$ cat src/rtl/nvm_pkg.sv
package nvm_pkg;
  localparam int CB_WEN   = 0;
  localparam int CB_BUSY  = 1;
  localparam int CB_ROW   = 2;
  localparam int CB_START = 3;
  localparam int CB_STBY  = 6;

  localparam logic [7:0] ROW_FILL = 8'hFF;

  typedef enum logic [1:0] {
    RSEL_NONE = 2'd0,
    RSEL_MEM  = 2'd1,
    RSEL_CTRL = 2'd2
  } rsel_e;
endpackage

$ cat src/rtl/nvm_prog_timer.sv
module nvm_prog_timer #(
  parameter int CYCLES = 20,
  localparam int CW = $clog2(CYCLES) + 1
) (
  input  logic          clk,
  input  logic          rst,
  input  logic          go,
  output logic          busy,
  output logic [CW-1:0] cnt,
  output logic          last
);
  assign last = busy && (cnt == CW'(CYCLES - 1));

  always_ff @(posedge clk) begin
    if (rst) begin
      busy <= 1'b0;
      cnt  <= '0;
    end else if (!busy && go) begin
      busy <= 1'b1;
      cnt  <= '0;
    end else if (last) begin
      busy <= 1'b0;
      cnt  <= '0;
    end else if (busy) begin
      cnt <= cnt + CW'(1);
    end
  end
endmodule

$ cat src/rtl/nvm_row_buf.sv
module nvm_row_buf #(
  parameter int AW = 6,
  localparam int TW = AW - 3
) (
  input  logic          clk,
  input  logic          rst,
  input  logic          clr,
  input  logic          wr,
  input  logic [AW-1:0] waddr,
  input  logic [7:0]    wdata,
  output logic          tag_vld,
  output logic [TW-1:0] tag,
  input  logic [2:0]    rd_idx,
  output logic          rd_vld,
  output logic [7:0]    rd_data
);
  logic [7:0] slot [8];
  logic [7:0] vld;

  assign rd_vld  = vld[rd_idx];
  assign rd_data = slot[rd_idx];

  always_ff @(posedge clk) begin
    if (rst || clr) begin
      vld     <= '0;
      tag_vld <= 1'b0;
      tag     <= '0;
    end else if (wr) begin
      vld[waddr[2:0]] <= 1'b1;
      tag_vld         <= 1'b1;
      tag             <= waddr[AW-1:3];
    end
  end

  for (genvar g = 0; g < 8; g++) begin : g_slot
    always_ff @(posedge clk) begin
      if (wr && waddr[2:0] == 3'(g)) slot[g] <= wdata;
    end
  end
endmodule

$ cat src/rtl/nvm_mem.sv
module nvm_mem #(
  parameter int AW = 6,
  localparam int DEPTH = 1 << AW
) (
  input  logic          clk,
  input  logic          we,
  input  logic [AW-1:0] waddr,
  input  logic [7:0]    wdata,
  input  logic [AW-1:0] raddr,
  output logic [7:0]    rdata
);
  logic [7:0] cells [DEPTH];

  always_ff @(posedge clk) begin
    if (we) cells[waddr] <= wdata;
    rdata <= cells[raddr];
  end
endmodule

$ cat src/rtl/nvm_wr_ctrl.sv
module nvm_wr_ctrl
  import nvm_pkg::*;
#(
  parameter int          AW          = 6,
  parameter int          PROG_CYCLES = 20,
  parameter logic [AW:0] CTRL_ADDR   = {1'b1, {AW{1'b0}}}
) (
  input  logic        clk,
  input  logic        rst,
  input  logic [AW:0] bus_addr,
  input  logic [7:0]  bus_wdata,
  input  logic        bus_wr,
  input  logic        bus_rd,
  output logic [7:0]  bus_rdata
);
  localparam int TW = AW - 3;
  localparam int CW = $clog2(PROG_CYCLES) + 1;

  logic wen_q, rowen_q, start_q, standby_q;
  logic busy, last;
  logic [CW-1:0] cnt;

  logic is_arr, is_ctrl, acc_ok, arr_wr_ok, ctrl_wr;
  logic lat_wr, byte_go, row_go, go, lat_clr;
  logic tag_vld, rd_vld;
  logic [TW-1:0] tag;
  logic [7:0] lat_byte;

  logic          job_row;
  logic [AW-1:0] job_addr;
  logic [7:0]    job_data;

  logic          mem_we;
  logic [AW-1:0] mem_waddr;
  logic [7:0]    mem_wdata, mem_q, ctrl_byte, ctrl_q;
  rsel_e         rsel_q;

  assign is_arr  = !bus_addr[AW];
  assign is_ctrl = (bus_addr == CTRL_ADDR);
  assign acc_ok  = !busy && !standby_q;

  assign arr_wr_ok = bus_wr && is_arr && acc_ok && wen_q;
  assign lat_wr    = arr_wr_ok && rowen_q &&
                     (!tag_vld || tag == bus_addr[AW-1:3]);
  assign byte_go   = arr_wr_ok && !rowen_q;
  assign ctrl_wr   = bus_wr && is_ctrl && !busy;
  assign row_go    = ctrl_wr && bus_wdata[CB_START] && bus_wdata[CB_ROW] &&
                     bus_wdata[CB_WEN] && !bus_wdata[CB_STBY];
  assign go        = byte_go || row_go;
  assign lat_clr   = (ctrl_wr && !bus_wdata[CB_ROW]) || (last && job_row);

  nvm_prog_timer #(.CYCLES(PROG_CYCLES)) u_timer (
    .clk(clk), .rst(rst), .go(go), .busy(busy), .cnt(cnt), .last(last)
  );

  nvm_row_buf #(.AW(AW)) u_row (
    .clk(clk), .rst(rst), .clr(lat_clr), .wr(lat_wr),
    .waddr(bus_addr[AW-1:0]), .wdata(bus_wdata),
    .tag_vld(tag_vld), .tag(tag),
    .rd_idx(cnt[2:0]), .rd_vld(rd_vld), .rd_data(lat_byte)
  );

  // control byte and job capture
  always_ff @(posedge clk) begin
    if (rst) begin
      wen_q     <= 1'b0;
      rowen_q   <= 1'b0;
      start_q   <= 1'b0;
      standby_q <= 1'b0;
      job_row   <= 1'b0;
      job_addr  <= '0;
      job_data  <= '0;
    end else begin
      if (ctrl_wr) begin
        wen_q     <= bus_wdata[CB_WEN];
        rowen_q   <= bus_wdata[CB_ROW];
        standby_q <= bus_wdata[CB_STBY];
        if (row_go) start_q <= 1'b1;
      end
      if (last && job_row) begin
        start_q <= 1'b0;
        rowen_q <= 1'b0;
      end
      if (go) begin
        job_row  <= row_go;
        job_addr <= bus_addr[AW-1:0];
        job_data <= bus_wdata;
      end
    end
  end

  // array write port: byte job in first busy cycle, row job over first eight
  always_comb begin
    mem_we    = 1'b0;
    mem_waddr = job_addr;
    mem_wdata = job_data;
    if (busy) begin
      if (job_row) begin
        mem_we    = (cnt < CW'(8));
        mem_waddr = {tag, cnt[2:0]};
        mem_wdata = rd_vld ? lat_byte : ROW_FILL;
      end else begin
        mem_we = (cnt == '0);
      end
    end
  end

  nvm_mem #(.AW(AW)) u_mem (
    .clk(clk), .we(mem_we), .waddr(mem_waddr), .wdata(mem_wdata),
    .raddr(bus_addr[AW-1:0]), .rdata(mem_q)
  );

  assign ctrl_byte = {1'b0, standby_q, 2'b00, start_q, rowen_q, busy, wen_q};

  always_ff @(posedge clk) begin
    if (rst) begin
      rsel_q <= RSEL_NONE;
      ctrl_q <= '0;
    end else begin
      ctrl_q <= ctrl_byte;
      if (bus_rd && is_arr && acc_ok) rsel_q <= RSEL_MEM;
      else if (bus_rd && is_ctrl)     rsel_q <= RSEL_CTRL;
      else                            rsel_q <= RSEL_NONE;
    end
  end

  always_comb begin
    case (rsel_q)
      RSEL_MEM:  bus_rdata = mem_q;
      RSEL_CTRL: bus_rdata = ctrl_q;
      default:   bus_rdata = 8'h00;
    endcase
  end
endmodule

$ cat config.mk
export PLATFORM = sky130hd
export DESIGN_NAME = nvm_wr_ctrl
export DESIGN_NICKNAME = d
export VERILOG_FILES = /design/src/rtl/nvm_pkg.sv /design/src/rtl/nvm_prog_timer.sv /design/src/rtl/nvm_row_buf.sv /design/src/rtl/nvm_mem.sv /design/src/rtl/nvm_wr_ctrl.sv
export SDC_FILE = /design/constraint.sdc
export NUM_CORES = 1
export LEC_CHECK = 0
export BUFFER_PORTS_ARGS = -buffer_cell sky130_fd_sc_hd__buf_2
export CAP_MARGIN = 25
export CORE_MARGIN = 10
export CORE_UTILIZATION = 61
export DETAILED_ROUTE_END_ITERATION = 10
export HOLD_SLACK_MARGIN = 0.12
export PLACE_DENSITY = 0.73
export SLEW_MARGIN = 20
export SYNTH_ARGS = -nofsm -noshare
export SYNTH_HDL_FRONTEND = slang
export SYNTH_SLANG_ARGS = --single-unit
$ cat constraint.sdc
create_clock -name clk -period 6.02 [get_ports clk]
set_input_delay 0.602 -clock clk [delete_from_list [all_inputs] [get_ports clk]]
set_output_delay 0.602 -clock clk [all_outputs]
set_load 0.01 [all_outputs]
==> run_results.csv <==
group,metric,value,unit
status,status,"complete, no violations",
sta,finalSetupViolations,0,
layout,regArea,18400,um^2
sta,fin_crit,3630,ps
cts,cts.root.buffer_cell,"clkbuf_16",
die,rows,73,
worst_setup_path,critPathRequiredTime,6250,ps
yosys,ys_seq_elements,632,
global_route,antenna_found_initial,0,
global_route,grt_usage,22.0,%
cts,cts_tree,"yes",
cts,cts_sinks,632,
cts,max-clock-path-buffers,3,
worst_setup_path,max_stage_delay,800,ps
power_and_ir_drop,p_per_area,310,nW/um^2
die,die_w,221,um
yosys,syn_avg_cell_area,19.8,um^2
cts,cts-hold-fix-buffers,0,
route,firstDrtPassIters,5,
sta,fmax,0.276,GHz
layout,nFillCells,2476,
yosys,synth_edf_count,576,
route,wl_met3,4.76,mm
route,totalWireLength,53.4,mm
route,drc,0,
sta,max_slew_margin,28.3,%
route,drt-met1-wl,21.9,mm
sta,rsz0062_at_grt,"no",
die,io_pins,27,
global_route,grt_max_degree,71,
route,post_drt_wl_per_cell,28.6,um
route,viasPerCell,6.57,
yosys,synth_cells,1246,
layout,syn_to_final_growth,10.2,%
cts,clkSlewWorstSetupHoldPaths,60,ps
worst_setup_path,crit_fanout,18,
sta,tns,0,ps
route,drt.antenna.violating_nets,0,
sta,hold_viol,0,
power_and_ir_drop,irDropWorstVdd,0.242,mV
route,vias,12300,
die,die-area,48900,um^2
layout,drive_gt1_share,22.7,%
worst_setup_path,startpoint_type,"register",
sta,clock_skew,17.6,ps
global_route,grt_pass1_vias,12200,
cts,cts_max_level,2,
yosys,yosys_warnings,0,
sta,post-route-period-util,60.3,%
placement,place.gp.congestion,0.807,
layout,antenna_cells,0,
yosys,syn_nets,1269,
die,die_y,221,um
worst_setup_path,crit_chain,"nand2_1, o31ai_1, nand3_1, nor2_1",
cts,numCtsBuffers,60,
power_and_ir_drop,p_leak,0.00808,uW
global_route,gr-total-overflow,0,
sta,final_max_slew_viol_count,0,
sta,tightest_slew,1070,ps
worst_setup_path,cp-end-kind,"register",
yosys,synth_flop_cell,"edfxtp_1",
die,coreArea,39900,um^2
yosys,synth_cell_types,49,
layout,multi_input_area,5970,um^2
cts,post-cts-setup-buffers,0,
route,drt_iter0_drc,1494,
yosys,postSynth.asyncResetShare,0,%
worst_setup_path,critical-path-slowest-cell,"nor2_1",
die,initial_core_util,61.9,%
job,cap_violations,0,
worst_hold_path,hold_class,"in2reg",
placement,io_buffer_count,26,
global_route,grt_pass1_wl,81.1,mm
cts,clock_latency,610,ps
worst_setup_path,path_class,"reg2reg",
route,maxUsedRoutingLayer,"met4",
layout,final_core_util,68.2,%
worst_setup_path,crit_arrival,3860,ps
cts,cts_resized,0,
layout,fin_nets,1318,
yosys,syn-cell-area,24700,um^2
placement,hpwl,32.1,mm
yosys,yosysSeqAreaShare,74.6,%
route,route.met2.wl,25.3,mm
==> area by class of cell <==
type / instances / share of cell area (%)
Clock inverter: 20 / 0.432
Timing Repair Buffer: 49 / 1.20
Inverter: 13 / 0.179
Tap cell: 525 / 2.41
Sequential cell: 632 / 67.7
Clock buffer: 87 / 6.12
Multi-Input combinational cell: 539 / 22.0
==> registers in the layout, summed over array words and instances, names as in the netlist, named ones only <==
register / flops
ctrl_q: 5
u_row.tag: 3
job_data: 8
u_mem.cells: 512
job_addr: 6
u_row.slot: 64
standby_q: 1
start_q: 1
u_timer.cnt: 6
u_timer.busy: 1
u_row.vld: 8
job_row: 1
u_row.tag_vld: 1
wen_q: 1
rowen_q: 1
u_mem.rdata: 8
rsel_q: 2
==> stage by stage <==
step                      power, uW  std cells  worst slack (ps)  hold WS, ps  cell area, um^2
after floorplan                5000       1246              2320          419            24700
after global placement         5080       1758              2480          445            25400
after detailed placement       5080       1758              2440          452            25400
after CTS                      8490       1865              2490          174            27200
after global routing           8680       1865              2260          191            27200
final                          8440       1865              2390          203            27200
==> report_power, final <==
group          internal, uW  total (uW)  switching, uW
Sequential             4730        4740           6.99
Combinational           109         252            143
Clock                  1940        3450           1510
Total                  6780        8440           1660
==> final timing paths <==
kind | to | slack [ps] | startpoint | cells past startpoint
worst max-delay path | u_mem.cells[11][2] | 2390 | u_timer.busy | 4
worst min-delay path | rsel_q[0] | 200 | bus_addr[6] | 2
worst max register to register | u_mem.cells[11][2] | 2390 | u_timer.busy | 4
worst min register to register | start_q | 470 | start_q | 1
==> synthesized netlist by cell type, types with 11 or more instances <==
master	number	share of area [%]
buf_4	11	0.33
nor2_1	118	1.8
nor2b_1	11	0.28
buf_2	17	0.34
nand3_1	14	0.28
mux2i_1	50	2.0
nand2_1	43	0.65
mux4_2	163	15
a21oi_1	22	0.45
dfxtp_1	56	4.5
buf_1	11	0.17
edfxtp_1	576	70
inv_1	12	0.18
clkbuf_1	19	0.29
==> per-layer routing <==
metal | vias up | track usage [%]
met4 | 0 | 6.67
met3 | 91 | 3.72
met2 | 653 | 33.5
met5 | - | 0
li1 | 5147 | -
met1 | 6369 | 32.2
==> cell families after synthesis <==
group           count (synthesis)  synth area share, %
xor+xnor                        8                0.284
fa+ha+maj                       4                0.203
compound gates                 77                 2.09
buf+inv                        75                 1.51
mux                           218                 17.1
flops                         632                 74.6
simple gates                  232                 4.21
==> worst max-delay path: cells and delay by family, from the launching register on <==
kind | cells | cell delay [ps]
and+or+nand+nor | 3 | 1920
DFF | 1 | 640
AOI/OAI and AO/OA | 1 | 680
==> placed cells by master, fill, tap and decap left out, types with 17 or more instances in the layout <==
cell type,n
clkbuf_1,22
edfxtp_1,576
dfxtp_1,56
mux4_2,163
nand2_1,43
nor2_1,118
a21oi_1,17
buf_4,22
clkbuf_16,61
mux2i_1,50
buf_2,24
Note: power is estimated with default switching activity, not from simulation.
